### config.mk
export PLATFORM = sky130hd
export DESIGN_NAME = sram_async_ctrl
export DESIGN_NICKNAME = d
export VERILOG_FILES = /design/src/rtl/sram_ctrl_pkg.sv /design/src/rtl/sc_timer.sv /design/src/rtl/sc_fsm.sv /design/src/rtl/sc_datapath.sv /design/src/rtl/sram_async_ctrl.sv
export SDC_FILE = /design/constraint.sdc
export NUM_CORES = 1
export LEC_CHECK = 0
export BUFFER_PORTS_ARGS = -buffer_cell sky130_fd_sc_hd__buf_2
export CORE_MARGIN = 3
export CORE_UTILIZATION = 42
export DETAILED_ROUTE_END_ITERATION = 10
export PLACE_DENSITY = 0.75
export SLEW_MARGIN = 20
export SYNTH_ARGS = -nofsm -noshare
export SYNTH_HDL_FRONTEND = slang
export SYNTH_HIERARCHICAL = 1
export SYNTH_SLANG_ARGS = --single-unit
export TNS_END_PERCENT = 50
### constraint.sdc
create_clock -name clk -period 2 [get_ports clk]
set_input_delay 0 -clock clk [delete_from_list [all_inputs] [get_ports clk]]
set_output_delay 0 -clock clk [all_outputs]
set_load 0.02 [all_outputs]
### src/rtl/sram_ctrl_pkg.sv
package sram_ctrl_pkg;

    typedef enum logic [2:0] {
        ST_IDLE,
        ST_READ,
        ST_TURN,
        ST_WLOW,
        ST_WHOLD
    } sc_state_e;

    // Memory-side control levels; one register drives all of them.
    typedef struct packed {
        logic sel_n;
        logic sel;
        logic rd_n;
        logic wr_n;
        logic dq_oe;
    } sc_pins_t;

    localparam sc_pins_t PINS_IDLE = '{sel_n: 1'b1, sel: 1'b0, rd_n: 1'b1, wr_n: 1'b1, dq_oe: 1'b0};

    function automatic int cdiv(input int num, input int den);
        return (num + den - 1) / den;
    endfunction

    function automatic int imax(input int a, input int b);
        return (a > b) ? a : b;
    endfunction

    function automatic sc_pins_t pins_for(input sc_state_e s);
        sc_pins_t p;
        p = PINS_IDLE;
        case (s)
            ST_READ: begin
                p.sel_n = 1'b0; p.sel = 1'b1; p.rd_n = 1'b0;
            end
            ST_WLOW: begin
                p.sel_n = 1'b0; p.sel = 1'b1; p.wr_n = 1'b0; p.dq_oe = 1'b1;
            end
            ST_WHOLD: begin
                p.sel_n = 1'b0; p.sel = 1'b1; p.dq_oe = 1'b1;
            end
            default: p = PINS_IDLE;
        endcase
        return p;
    endfunction

endpackage

### src/rtl/sc_timer.sv
module sc_timer #(
    parameter int CW = 4
) (
    input  logic          clk,
    input  logic          rst,
    input  logic          load,
    input  logic [CW-1:0] load_val,
    output logic          zero
);
    logic [CW-1:0] cnt_q;

    always_ff @(posedge clk) begin
        if (rst)               cnt_q <= '0;
        else if (load)         cnt_q <= load_val;
        else if (cnt_q != '0)  cnt_q <= cnt_q - 1'b1;
    end

    assign zero = (cnt_q == '0);
endmodule

### src/rtl/sc_fsm.sv
module sc_fsm
    import sram_ctrl_pkg::*;
#(
    parameter int CW       = 4,
    parameter int RD_CYC   = 9,
    parameter int WE_CYC   = 9,
    parameter int TURN_CYC = 4
) (
    input  logic          clk,
    input  logic          rst,
    input  logic          req_valid,
    input  logic          req_write,
    input  logic          t_zero,
    output sc_state_e     state_d,
    output logic          busy,
    output logic          t_load,
    output logic [CW-1:0] t_val,
    output logic          accept,
    output logic          capture,
    output logic          done
);
    sc_state_e state_q;

    always_comb begin
        state_d = state_q;
        t_load  = 1'b0;
        t_val   = '0;
        accept  = 1'b0;
        capture = 1'b0;
        case (state_q)
            ST_IDLE: if (req_valid) begin
                accept = 1'b1;
                t_load = 1'b1;
                if (req_write) begin
                    state_d = ST_WLOW;
                    t_val   = CW'(WE_CYC - 1);
                end else begin
                    state_d = ST_READ;
                    t_val   = CW'(RD_CYC - 1);
                end
            end
            ST_READ: if (t_zero) begin
                capture = 1'b1;
                state_d = ST_TURN;
                t_load  = 1'b1;
                t_val   = CW'(TURN_CYC - 1);
            end
            ST_TURN:  if (t_zero) state_d = ST_IDLE;
            ST_WLOW:  if (t_zero) state_d = ST_WHOLD;
            ST_WHOLD: state_d = ST_IDLE;
            default:  state_d = ST_IDLE;
        endcase
    end

    always_ff @(posedge clk) begin
        if (rst) begin
            state_q <= ST_IDLE;
            done    <= 1'b0;
        end else begin
            state_q <= state_d;
            done    <= capture || (state_q == ST_WHOLD);
        end
    end

    assign busy = (state_q != ST_IDLE);

    // the completion strobe never lasts two clocks
    a_r7_done_single: assert property (@(posedge clk) disable iff (rst)
        done |=> !done);
    // a taken request always leaves the idle state
    a_r2_accept_leaves_idle: assert property (@(posedge clk) disable iff (rst)
        accept |=> busy);
endmodule

### src/rtl/sc_datapath.sv
module sc_datapath #(
    parameter int AW = 20,
    parameter int DW = 8
) (
    input  logic          clk,
    input  logic          rst,
    input  logic          accept,
    input  logic          capture,
    input  logic [AW-1:0] req_addr,
    input  logic [DW-1:0] req_wdata,
    input  logic [DW-1:0] mem_dq_i,
    output logic [AW-1:0] addr_q,
    output logic [DW-1:0] wdata_q,
    output logic [DW-1:0] rdata_q
);
    always_ff @(posedge clk) begin
        if (rst) begin
            addr_q  <= '0;
            wdata_q <= '0;
            rdata_q <= '0;
        end else begin
            if (accept) begin
                addr_q  <= req_addr;
                wdata_q <= req_wdata;
            end
            if (capture) rdata_q <= mem_dq_i;
        end
    end
endmodule

### src/rtl/sram_async_ctrl.sv
module sram_async_ctrl
    import sram_ctrl_pkg::*;
#(
    parameter int AW         = 20,
    parameter int DW         = 8,
    parameter int T_CLK_NS   = 8,
    parameter int T_ACC_NS   = 70,
    parameter int T_RC_NS    = 70,
    parameter int T_PWE_NS   = 55,
    parameter int T_AW_NS    = 65,
    parameter int T_SD_NS    = 30,
    parameter int T_WC_NS    = 70,
    parameter int T_OFF_NS   = 25
) (
    input  logic          clk,
    input  logic          rst,
    input  logic          req_valid,
    input  logic          req_write,
    input  logic [AW-1:0] req_addr,
    input  logic [DW-1:0] req_wdata,
    output logic          busy,
    output logic          done,
    output logic [DW-1:0] rd_data,
    output logic [AW-1:0] mem_addr,
    output logic          mem_sel_n,
    output logic          mem_sel,
    output logic          mem_rd_n,
    output logic          mem_wr_n,
    output logic [DW-1:0] mem_dq_o,
    output logic          mem_dq_oe,
    input  logic [DW-1:0] mem_dq_i
);
    localparam int RD_CYC   = imax(1, imax(cdiv(T_ACC_NS, T_CLK_NS), cdiv(T_RC_NS, T_CLK_NS)));
    localparam int WE_CYC   = imax(1, imax(imax(cdiv(T_PWE_NS, T_CLK_NS), cdiv(T_AW_NS, T_CLK_NS)),
                                           imax(cdiv(T_SD_NS, T_CLK_NS), cdiv(T_WC_NS, T_CLK_NS) - 1)));
    localparam int TURN_CYC = imax(1, cdiv(T_OFF_NS, T_CLK_NS));
    localparam int CNT_MAX  = imax(RD_CYC, imax(WE_CYC, TURN_CYC));
    localparam int CW       = $clog2(CNT_MAX + 1);

    sc_state_e     state_d;
    logic          t_load, t_zero, accept, capture;
    logic [CW-1:0] t_val;
    sc_pins_t      pins_q;

    sc_timer #(.CW(CW)) u_timer (
        .clk(clk), .rst(rst), .load(t_load), .load_val(t_val), .zero(t_zero)
    );

    sc_fsm #(.CW(CW), .RD_CYC(RD_CYC), .WE_CYC(WE_CYC), .TURN_CYC(TURN_CYC)) u_fsm (
        .clk(clk), .rst(rst), .req_valid(req_valid), .req_write(req_write),
        .t_zero(t_zero), .state_d(state_d), .busy(busy), .t_load(t_load),
        .t_val(t_val), .accept(accept), .capture(capture), .done(done)
    );

    sc_datapath #(.AW(AW), .DW(DW)) u_dp (
        .clk(clk), .rst(rst), .accept(accept), .capture(capture),
        .req_addr(req_addr), .req_wdata(req_wdata), .mem_dq_i(mem_dq_i),
        .addr_q(mem_addr), .wdata_q(mem_dq_o), .rdata_q(rd_data)
    );

    // Control pins come straight from a register, so they cannot glitch.
    always_ff @(posedge clk) begin
        if (rst) pins_q <= PINS_IDLE;
        else     pins_q <= pins_for(state_d);
    end

    assign mem_sel_n = pins_q.sel_n;
    assign mem_sel   = pins_q.sel;
    assign mem_rd_n  = pins_q.rd_n;
    assign mem_wr_n  = pins_q.wr_n;
    assign mem_dq_oe = pins_q.dq_oe;

    // Clocks since the memory's output enable was last active (saturating).
    logic [7:0] off_gap_q;
    always_ff @(posedge clk) begin
        if (rst)                 off_gap_q <= 8'hFF;
        else if (!mem_rd_n)      off_gap_q <= 8'h00;
        else if (off_gap_q != 8'hFF) off_gap_q <= off_gap_q + 8'h01;
    end

    // standby levels whenever no access is in progress
    a_r1_idle_deselect: assert property (@(posedge clk) disable iff (rst)
        !busy |-> (mem_sel_n && !mem_sel && mem_rd_n && mem_wr_n && !mem_dq_oe));
    // write strobe only with both selects active and output enable off
    a_r4_strobe_needs_select: assert property (@(posedge clk) disable iff (rst)
        !mem_wr_n |-> (!mem_sel_n && mem_sel && mem_rd_n && mem_dq_oe));
    // closing edge of a write keeps selects, address and data
    a_r5_close_on_strobe: assert property (@(posedge clk) disable iff (rst)
        $rose(mem_wr_n) |-> (!mem_sel_n && mem_sel && mem_dq_oe
                             && $stable(mem_addr) && $stable(mem_dq_o)));
    // never drive while the memory may drive
    a_r8_no_contention: assert property (@(posedge clk) disable iff (rst)
        mem_dq_oe |-> mem_rd_n);
    // turnaround window before the controller takes the bus
    a_r6_turnaround: assert property (@(posedge clk) disable iff (rst)
        $rose(mem_dq_oe) |-> (int'(off_gap_q) >= TURN_CYC));
    // address held steady while the memory stays selected
    a_r3_addr_hold: assert property (@(posedge clk) disable iff (rst)
        (!mem_sel_n && $past(!mem_sel_n)) |-> $stable(mem_addr));
endmodule

# ---- Yosys cells after proc, flatten, opt, wreduce, memory -nomap -nowiden
# Cells that the tools add are included.
dict set report op_classes {
  mux 20
  n_reduce_logical 8
  eq_ne 7
  add_sub_neg 1
}
# cell count
set ops {}
lappend ops {{2-to-1 mux 3 bit} 4}
lappend ops {{2-to-1 mux 4 bit} 3}
lappend ops {{one-hot mux 3 bit (4 select lines)} 1}
lappend ops {{== test 3 x 2 -> 1 bit, second input constant} 3}
lappend ops {{one-hot mux 4 bit (2 select lines)} 1}
lappend ops {{2-to-1 mux 1 bit} 7}
lappend ops {{== test 3 x 1 -> 1 bit, second input constant} 2}
lappend ops {{== test 3 bit, second input constant} 2}
lappend ops {{2-to-1 mux 2 bit} 3}
lappend ops {{logical NOT 4 bit} 1}
lappend ops {{nonzero test 4 bit} 1}
lappend ops {{subtractor 4 x 1 -> 4 bit, second input constant} 1}
lappend ops {{logical NOT 3 bit} 1}
lappend ops {{nonzero test 3 bit} 1}
lappend ops {{OR reduction 3 bit} 1}
lappend ops {{one-hot mux 1 bit (2 select lines)} 1}
lappend ops {{nonzero test 2 bit} 1}
lappend ops {{OR reduction 2 bit} 1}
lappend ops {{logical OR 1 bit} 1}
dict set report totals {
  register_bits 49
}

# ---- Longest topological paths before layout
# Gate-level depths: netlist (run 1).
dict set report depth {
  ltp_word 6
  mapped_depth 8
  depth_no_buf 7
}

# ---- By module
# Netlist (run 1), hierarchy kept.
# module instances area_each_um2 seq_area_each_um2 cells_each
set by_module_without_submodules {}
lappend by_module_without_submodules {sc_datapath 1 1290.0 720.7 116}
lappend by_module_without_submodules {sc_fsm 1 246.5 80.1 29}
lappend by_module_without_submodules {sc_timer 1 229.0 80.1 24}
lappend by_module_without_submodules {sram_async_ctrl 1 157.7 100.1 13}

# ---- Least setup slack after synthesis (run 1)
# No wires, ideal clock.
dict set report synth_path {
  path_kind {register -> register}
  from {register u_timer.cnt_q[0]}
  to {register pins_q, in the netlist mem_wr_n}
  arrival_time_ns 1.760
  slack_ns 0.112
  setup_time_ns 0.127
  n_path_buf 0
  stages_incl_launch_ff 8
  cell_sequence {dfxtp_1 > inv_1 > ha_1 > nor3b_4 > or3b_2 > nand2_1 > nand2b_1 > or3b_1}
}
dict set report synth_between {
  elab_chain_len 5
  elab_cells_between_ends 7
  cone_classes {eq/ne: 1; mux: 5; reduce/logical: 1}
}
# element line_no
set synth_rtl {}
lappend synth_rtl {{from (decl)} sc_timer.sv:10} ;# logic [CW-1:0] cnt_q;
lappend synth_rtl {{from (signal assigned)} sc_timer.sv:14} ;# else if (load) cnt_q <= load_val;
lappend synth_rtl {{from (signal assigned)} sc_timer.sv:15} ;# else if (cnt_q != '0) cnt_q <= cnt_q - 1'b1;
lappend synth_rtl {{logical NOT 4 bit *} sc_timer.sv:18} ;# assign zero = (cnt_q == '0);
lappend synth_rtl {{net t_zero} sram_async_ctrl.sv:41} ;# logic t_load, t_zero, accept, capture;
lappend synth_rtl {{2-to-1 mux 3 bit, on equally long branches} {sc_fsm.sv:49, sc_fsm.sv:42, sc_fsm.sv:48}}
lappend synth_rtl {{one-hot mux 3 bit (4 select lines) *} sc_fsm.sv:30} ;# case (state_q)
lappend synth_rtl {{net state_d[0]} sram_async_ctrl.sv:40} ;# sc_state_e state_d;
lappend synth_rtl {{== test 3 x 2 -> 1 bit *} sram_ctrl_pkg.sv:33} ;# case (s)
lappend synth_rtl {{2-to-1 mux 1 bit *} sram_ctrl_pkg.sv:33}
lappend synth_rtl {{to (signal assigned)} sram_async_ctrl.sv:64} ;# else pins_q <= pins_for(state_d);
lappend synth_rtl {{to (decl)} sram_async_ctrl.sv:43} ;# sc_pins_t pins_q;
# Mark *: on every way through the listed nets, which the timed path passes. The rest lies on a longest branch.
# A chain may end at the register's enable or synchronous reset.

# ---- Final worst setup path (run 1)
dict set report layout_path {
  from {register u_timer.cnt_q[0]}
  to {register pins_q, in the netlist mem_sel_n}
}
dict set report layout_between {
  elab_chain_len 6
  elab_cells_between_ends 10
  cone_classes {eq/ne: 3; mux: 5; reduce/logical: 2}
}
# element line_no
set layout_rtl {}
lappend layout_rtl {{logical NOT 4 bit *} sc_timer.sv:18}
lappend layout_rtl {{net t_zero} sram_async_ctrl.sv:41}
lappend layout_rtl {{2-to-1 mux 3 bit, on equally long branches} {sc_fsm.sv:49, sc_fsm.sv:42, sc_fsm.sv:48}}
lappend layout_rtl {{one-hot mux 3 bit (4 select lines) *} sc_fsm.sv:30}
lappend layout_rtl {{net state_d[2]} sram_async_ctrl.sv:40}
lappend layout_rtl {{== test 3 bit, or another cell as far along} sram_ctrl_pkg.sv:33}
lappend layout_rtl {{OR reduction 3 bit (no source line) *} n/a}
lappend layout_rtl {{2-to-1 mux 2 bit *} sram_ctrl_pkg.sv:33}
# Marks and branches as above.

==> metrics.md, run 1 <==
| Metric | Value |
|---|---|
| Final Max Slew Viols | `0` |
| Clk sinks | `49` |
| Worst setup SP type | `register` |
| CP arrival | `2.11 ns` |
| Routed WL per cell | `13.07 um` |
| Largest net degree at the start of global routing | `51` |
| Synth Net Count | `223` |
| Power density over the cells | `1148 nW/um2` |
| Core box area | `4202 um2` |
| Ys Warns | `6` |
| Via density | `4.789` |
| F_max | `522.1 MHz` |
| Share of cells above drive strength 1 | `0.3869` |
| Top cell type's share of synthesized area | `0.5101` |
| Hold Crit Class | `input port to register` |
| Reg-to-Reg End | `mem_sel_n` |
| Seq/Total Area, Yosys | `0.5101` |
| Routability Congestion | `0.7636` |
| Multi-input logic area | `837.1 um2` |
| Register Area | `983.4 um2` |
| Final worst-path cycle share | `0.9577` |
| Layout Skew | `0.002923 ns` |
| Clock transition at path regs | `0.08 ns` |
| End of the worst hold path | `u_fsm/state_q[1]` |
| Clk_lat worst skew | `0.29 ns` |
| Syn Std Cell Area | `1923 um2` |
| H-tree levels | `2` |
| Final wirelength | `4.639 mm` |
| Dpl hpwl | `2.712 mm` |
| Total Power | `3.294 mW` |
| Vias in the first global route | `1714` |
| Dpl cells | `306` |
| Max_slew headroom | `0.4228` |
| Max clock buf depth | `2` |
| Switching power of the nets | `1.082 mW` |
| CP Capture Type | `register` |
| CP cell instances | `inv_2, ha_2, nor3b_4, nand3b_1, nor2_2, or3b_4, a21o_1` |
| Slowest cell on crit path | `or3b_4` |
| Worst r2r path cells | `7` |
| Mapped Cells | `182` |
| Worst vdd ir | `0.5983 mV` |
| Switching Fraction | `0.3284` |
| Worst slew pin tran | `0.8658 ns` |
| Final min period | `1.915 ns` |
| WP buf/inv | `1` |
| Final Non-Filler Cells | `355` |
| CTS Buf Count | `5` |
| Final hold vios | `0` |
| Finished Cell Area | `2869 um2` |
| R2R setup slack | `0.08 ns` |
| Crit Reg-Reg Startpoint | `u_timer/cnt_q[0]` |
| Comb pwr share | `0.399` |
| Die Span Y | `73.67 um` |
| WS Path Type | `register to register` |
| Root buf cell | `clkbuf_8` |
| 1st-iter DRT viols | `54` |
| Cell Rows | `23` |
| CP delay by family, top | `simple AND/OR/NAND/NOR gates` |
| Fillers | `331` |
| Pint | `2.212 mW` |
| LEAKAGE | `1.355 nW` |
| Setup TNS | `0 ns` |
| Sequential power share | `0.384` |
| Synth unique cells | `37` |
| Die footprint | `5427 um2` |
| Initial Util | `0.4577` |
| First-pass GRT wire length | `7.355 mm` |
| DR vias | `1700` |
| Crit Path Max Fanout | `5` |
| Hold depth | `3` |
| # diodes | `0` |
| Ports | `83` |
| Crit path largest cell delay | `0.40 ns` |
| FF+latch count, synth | `49` |
| Total global-route track usage | `0.1736` |
| Syn_area_per_cell | `10.57 um2` |
| Detailed Routing Iterations Pass 1 | `4` |
| Area delta synth->final | `49.19%` |
| DRC violations left | `0` |
| # port buffers | `82` |
| Leading area contributor after synthesis | `dfxtp_1` |
| Hold Path Origin | `req_write` |
| Final Net Count | `345` |
| Top cells by area, synth | `dfxtp_1 51%, mux2i_1 19%, nor2_1 7.4%` |
| GRT overflow | `0` |
| CTS tree | `done` |
| Antenna Nets Post-Route | `0` |
| Clock share of power | `0.217` |
| Dpl cell area | `2331 um2` |
| Max Cap Viol | `0` |
| Final Util | `0.6828` |
| Die width | `73.67 um` |
| Status | `finished, final reports clean` |
| CP Data Required Time | `2.19 ns` |
| Initial antenna violation count | `0` |
| Setup-failing EPs final | `0` |
layout by cell type (no fill, tap or decap), drive strengths merged, types with 2 or more instances in the layout:
cell type,Yosys,routed
a21oi,5,5
buf,10,91
clkbuf,2,7
dfxtp,49,49
dlygate4sd3,0,36
inv,5,5
mux2i,36,36
nand2,4,4
nand2b,2,2
nand3b,3,3
nor2,38,38
nor2b,2,2
nor3,4,4
o22ai,2,2
or3,2,2
or3b,3,3
xnor2,2,2
cell type report:
type                            count  area share
Clock buffer                        7     0.03009
Clock inverter                      1     0.01047
Inverter                            5    0.006542
Multi-Input combinational cell    116      0.2918
Sequential cell                    49      0.3428
Tap cell                           50     0.02181
Timing Repair Buffer              127      0.2966
cells in the mapped netlist:
cell and number:
nor2b_1 2, mux2i_1 36, or3b_2 1, o32ai_1 1
o21ai_0 1, or2_2 1, a221oi_1 1, or3b_1 1
buf_2 3, inv_1 5, nor3b_4 1, xnor2_1 2
a211o_2 1, buf_12 2, buf_6 2, nand3b_1 3
nor2_1 38, nor3_1 3, a21oi_2 1, nor3_2 1
a21oi_1 4, a21o_1 1, clkbuf_1 2, and3b_2 1
or3_2 1, buf_4 3, dfxtp_1 49, or3_1 1
o22ai_1 2, conb_1 1, ha_1 1, or3b_4 1
or4b_4 1, nand2b_1 2, mux2_2 1, nand2_1 4
a211oi_1 1
power groups by stage:
| stage | Sequential, mW | Clock (mW) | Combinational, mW |
|---|---|---|---|
| after floorplan | 1.41 | 0 | 0.747 |
| after global placement | 1.27 | 0 | 1.11 |
| after detailed placement | 1.27 | 0 | 1.13 |
| after CTS | 1.25 | 0.739 | 1.26 |
| after global routing | 1.29 | 0.779 | 1.43 |
| final | 1.26 | 0.714 | 1.31 |
state kept, by name (all words and copies together) (netlist names):
name / cells
mem_dq_oe: 1
mem_rd_n: 1
mem_sel: 1
mem_sel_n: 1
mem_wr_n: 1
u_dp/addr_q: 20
u_dp/rdata_q: 8
u_dp/wdata_q: 8
u_fsm/done: 1
u_fsm/state_q: 3
u_timer/cnt_q: 4
per-stage QoR:
step | hold slack, ns | setup slack [ns]
3_5_place_dp | 0.2448 | -0.05855
5_1_grt | 0.06146 | -0.008168
2_1_floorplan | 0.06244 | 0.1124
6_report | 0.03378 | 0.08463
4_1_cts | 0.02381 | 0.02333
3_3_place_gp | 0.2310 | 0.03051
routing by layer:
| layer | GRT usage | part of all wire | vias up |
|---|---|---|---|
| met1 | 0.1902 | 0.41 | 778 |
| met3 | 0.04651 | 0.073 | 7 |
| li1 | - | - | 852 |
| met4 | 0.04829 | 0.0086 | 0 |
| met2 | 0.3238 | 0.51 | 63 |
| met5 | 0 | 0 | - |
how the worst max path moves through the flow:
stage,from,endpoint,cells past startpoint
5_1_grt,u_timer/cnt_q[0],mem_sel_n,7
3_3_place_gp,u_timer/cnt_q[0],mem_wr_n,6
3_5_place_dp,u_timer/cnt_q[0],mem_wr_n,6
2_1_floorplan,u_timer/cnt_q[0],mem_wr_n,7
4_1_cts,u_timer/cnt_q[0],mem_wr_n,7
6_report,u_timer/cnt_q[0],mem_sel_n,7
worst min-delay path: cells and delay by family:
kind	cells	cell delay (ns)
and+or+nand+nor	1	0.12
buffers and inverters	1	0.09
AOI/OAI and AO/OA	1	0.08
cell families (layout without fill, tap and decap cells):
family,count (synthesis),count (layout),share of synthesized area
AO/OA/AOI/OAI,13,13,0.04620
buffers and inverters,17,140,0.06571
other,1,1,0.001950
AND/OR/NAND/NOR,62,62,0.1672
multiplexers,37,37,0.1932
flip-flops,49,49,0.5101
XOR/XNOR,2,2,0.009110
adder cells (fa/ha/maj),1,1,0.006505
what timing repair did:
action | 4_1_cts | 5_1_grt
resized for setup | 3 | 6
hold endpoints to repair | 36 | 0
setup endpoints to repair | 2 | 12
hold buffers | 36 | 0
buffers inserted | 2 | 3
pin swaps | 0 | 4
Power figures use the tool's default switching activity.
==> inputs of run 2 (changes only) <==
--- a/config.mk
+++ b/config.mk
@@ -7,9 +7,10 @@
 export LEC_CHECK = 0
 export BUFFER_PORTS_ARGS = -buffer_cell sky130_fd_sc_hd__buf_2
 export CORE_MARGIN = 3
-export CORE_UTILIZATION = 42
+export CORE_UTILIZATION = 44
+export CTS_BUF_LIST = sky130_fd_sc_hd__clkbuf_8
 export DETAILED_ROUTE_END_ITERATION = 10
-export PLACE_DENSITY = 0.75
+export PLACE_DENSITY = 0.78
 export SLEW_MARGIN = 20
 export SYNTH_ARGS = -nofsm -noshare
 export SYNTH_HDL_FRONTEND = slang
==> metrics.md, run 2 (synthesis gave the netlist of run 1 again) <==
| Metric | Value |
|---|---|
| CP Data Required Time | `2.18 ns (was 2.19 ns)` |
| Max clock buf depth | `2 (unchanged)` |
| First-pass GRT wire length | `7.355 mm (unchanged)` |
| WS Path Type | `register to register (unchanged)` |
| Vias in the first global route | `1582 (was 1714)` |
| Setup TNS | `0 ns (unchanged)` |
| Top Registers | `u_dp/addr_q: 20 flops, u_dp/rdata_q: 8 flops, u_dp/wdata_q: 8 flops (unchanged)` |
| CP cell instances | `inv_1, ha_1, nor3b_4, or3b_2, nand2_2, nand2b_1, or3b_1 (was inv_2, ha_2, nor3b_4, nand3b_1, nor2_2, or3b_4, a21o_1)` |
| CP delay by family, top | `simple AND/OR/NAND/NOR gates (unchanged)` |
| Max_slew headroom | `0.4233 (was 0.4228)` |
| # diodes | `0 (unchanged)` |
| Area delta synth->final | `47.10% (was 49.19%)` |
| Core box area | `4115 um2 (was 4202 um2)` |
| # port buffers | `82 (unchanged)` |
| Final worst-path cycle share | `0.9608 (was 0.9577)` |
| Final hold vios | `0 (unchanged)` |
| Met1 usage | `0.2033 (was 0.1902)` |
| Total global-route track usage | `0.1820 (was 0.1736)` |
| Clk sinks | `49 (unchanged)` |
| Crit path largest cell delay | `0.48 ns (was 0.40 ns)` |
| Worst vdd ir | `0.6378 mV (was 0.5983 mV)` |
| Worst slew pin tran | `0.8651 ns (was 0.8658 ns)` |
| Worst r2r path cells | `7 (unchanged)` |
| Hold Crit Class | `input port to register (unchanged)` |
| RSZ-0062 raised after global routing | `no` |
| Slowest cell on crit path | `or3b_2 (was or3b_4)` |
| Number of cells on the critical path | `7 (unchanged)` |
| Routed WL per cell | `13.43 um (was 13.07 um)` |
| Layout Skew | `0.004153 ns (was 0.002923 ns)` |
| CTS Buf Count | `5 (unchanged)` |
| Power density over the cells | `1135 nW/um2 (was 1148 nW/um2)` |
| Most frequent cells in the layout | `82 x buf_2, 47 x dfxtp_1, 37 x nor2_1 (unchanged)` |
| Crit Path Max Fanout | `4 (was 5)` |
| Largest net degree at the start of global routing | `51 (unchanged)` |
| CTS tree | `done (unchanged)` |
| Max Cap Viol | `0 (unchanged)` |
| Final Util | `0.6874 (was 0.6828)` |
| Final wirelength | `4.713 mm (was 4.639 mm)` |
| Root buf cell | `clkbuf_8 (unchanged)` |
| H-tree levels | `2 (unchanged)` |
| Commonest non-fill, non-tap cell in the layout | `buf_2 (unchanged)` |
| R2R setup slack | `0.08 ns (about the same)` |
| Die Span Y | `72.11 um (was 73.67 um)` |
| 1st-iter DRT viols | `63 (was 54)` |
| Final min period | `1.922 ns (was 1.915 ns)` |
| CP Capture Type | `register (unchanged)` |
| Dpl cell area | `2331 um2 (unchanged)` |
| Worst setup SP type | `register (unchanged)` |
| Setup-failing EPs final | `0 (unchanged)` |
| GRT overflow | `0 (unchanged)` |
| Die width | `72.11 um (was 73.67 um)` |
| GR Util met3 | `0.05402 (was 0.04651)` |
| Final Max Slew Viols | `0 (unchanged)` |
| Status | `finished, final reports clean (unchanged)` |
| Cell Rows | `23 (unchanged)` |
| Antenna Nets Post-Route | `0 (unchanged)` |
| Final Net Count | `341 (was 345)` |
| Share of cells above drive strength 1 | `0.3654 (was 0.3869)` |
| Clock transition at path regs | `0.09 ns (was 0.08 ns)` |
| CP endpoint | `mem_wr_n (was mem_sel_n)` |
| Clk_lat worst skew | `0.29 ns (about the same)` |
| Ports | `83 (unchanged)` |
| CP arrival | `2.10 ns (was 2.11 ns)` |
| F_max | `520.4 MHz (was 522.1 MHz)` |
| Via density | `4.667 (was 4.789)` |
| Die footprint | `5200 um2 (was 5427 um2)` |
| Initial antenna violation count | `0 (unchanged)` |
| WP buf/inv | `1 (unchanged)` |
| Finished Cell Area | `2829 um2 (was 2869 um2)` |
| Dpl hpwl | `2.661 mm (was 2.712 mm)` |
| DRC violations left | `0 (unchanged)` |
| Initial Util | `0.4673 (was 0.4577)` |
| Routability Congestion | `0.7345 (was 0.7636)` |
| DR vias | `1638 (was 1700)` |
| Grt met2 use | `0.3286 (was 0.3238)` |
| GR peak layer | `met2 (unchanged)` |
| Crit Reg-Reg Startpoint | `u_timer/cnt_q[0] (unchanged)` |
| Detailed Routing Iterations Pass 1 | `4 (unchanged)` |
| CP Launch Point | `u_timer/cnt_q[0] (unchanged)` |
| Largest register FFs | `20 (unchanged)` |
| Reg-to-Reg End | `mem_wr_n (was mem_sel_n)` |
| LEAKAGE | `1.339 nW (was 1.355 nW)` |
| Largest Register | `u_dp/addr_q (unchanged)` |
-- run 2: metal layers --
metal,part of all wire,routed length (um)
met5,0,0
met4,0.015,72
met3,0.069,325
met2,0.50,2345
met1,0.42,1970
-- run 2: per-stage QoR --
| step | hold WS [ns] | std cells | total power, mW | worst slack, ns |
|---|---|---|---|---|
| 2_1_floorplan | 0.06244 | 182 | 2.159 | 0.1124 |
| 3_3_place_gp | 0.2312 | 306 | 2.377 | 0.04082 |
| 3_5_place_dp | 0.2421 | 306 | 2.401 | -0.05122 |
| 4_1_cts | 0.03125 | 351 | 3.209 | 0.03653 |
| 5_1_grt | 0.05241 | 351 | 3.401 | 0.001252 |
| 6_report | 0.03613 | 351 | 3.210 | 0.07846 |
-- run 2: power breakdown --
| group | leakage [nW] | switching [mW] | internal, mW |
|---|---|---|---|
| combinational | 0.874 | 0.645 | 0.596 |
| clock | 0.0626 | 0.307 | 0.403 |
| sequential | 0.402 | 0.109 | 1.15 |
| total | 1.34 | 1.06 | 2.15 |
-- run 2: cell type report --
cell class | count | area, um2
well taps | 50 | 62.56
inverters | 5 | 18.77
flip-flops and latches | 49 | 983.4
repair buffers | 123 | 820.8
fillers | 316 | 1286
multi-input cells | 116 | 827.0
clock inverters | 2 | 33.78
clock buffers | 6 | 82.58
-- run 2: timing repair --
item / in CTS / in global routing
pin swaps: 0 / 0
endpoints found under the setup margin: 4 / 3
endpoints found under the hold margin: 36 / 0
hold buffers: 36 / 0
resized for setup: 1 / 4
setup buffers: 1 / 0
-- run 2: how the worst min path moves through the flow --
| stage | startpoint | end | slack [ns] | cells after the start |
|---|---|---|---|---|
| 6_report | req_write | u_fsm/state_q[1] | 0.04 | 3 |
| 5_1_grt | req_write | u_fsm/state_q[1] | 0.05 | 3 |
| 4_1_cts | req_write | u_fsm/state_q[1] | 0.03 | 3 |
| 3_5_place_dp | mem_dq_i[4] | u_dp/rdata_q[4] | 0.24 | 3 |
| 3_3_place_gp | mem_dq_i[0] | u_dp/rdata_q[0] | 0.23 | 3 |
| 2_1_floorplan | rst | u_fsm/state_q[0] | 0.06 | 1 |
-- run 2: worst reg2reg max path, stage by stage, from the launching register on --
cell      delay [ns]
dfxtp_2         0.34
inv_1           0.06
ha_1            0.22
nor3b_4         0.17
or3b_2          0.48
nand2_2         0.10
nand2b_1        0.09
or3b_1          0.35
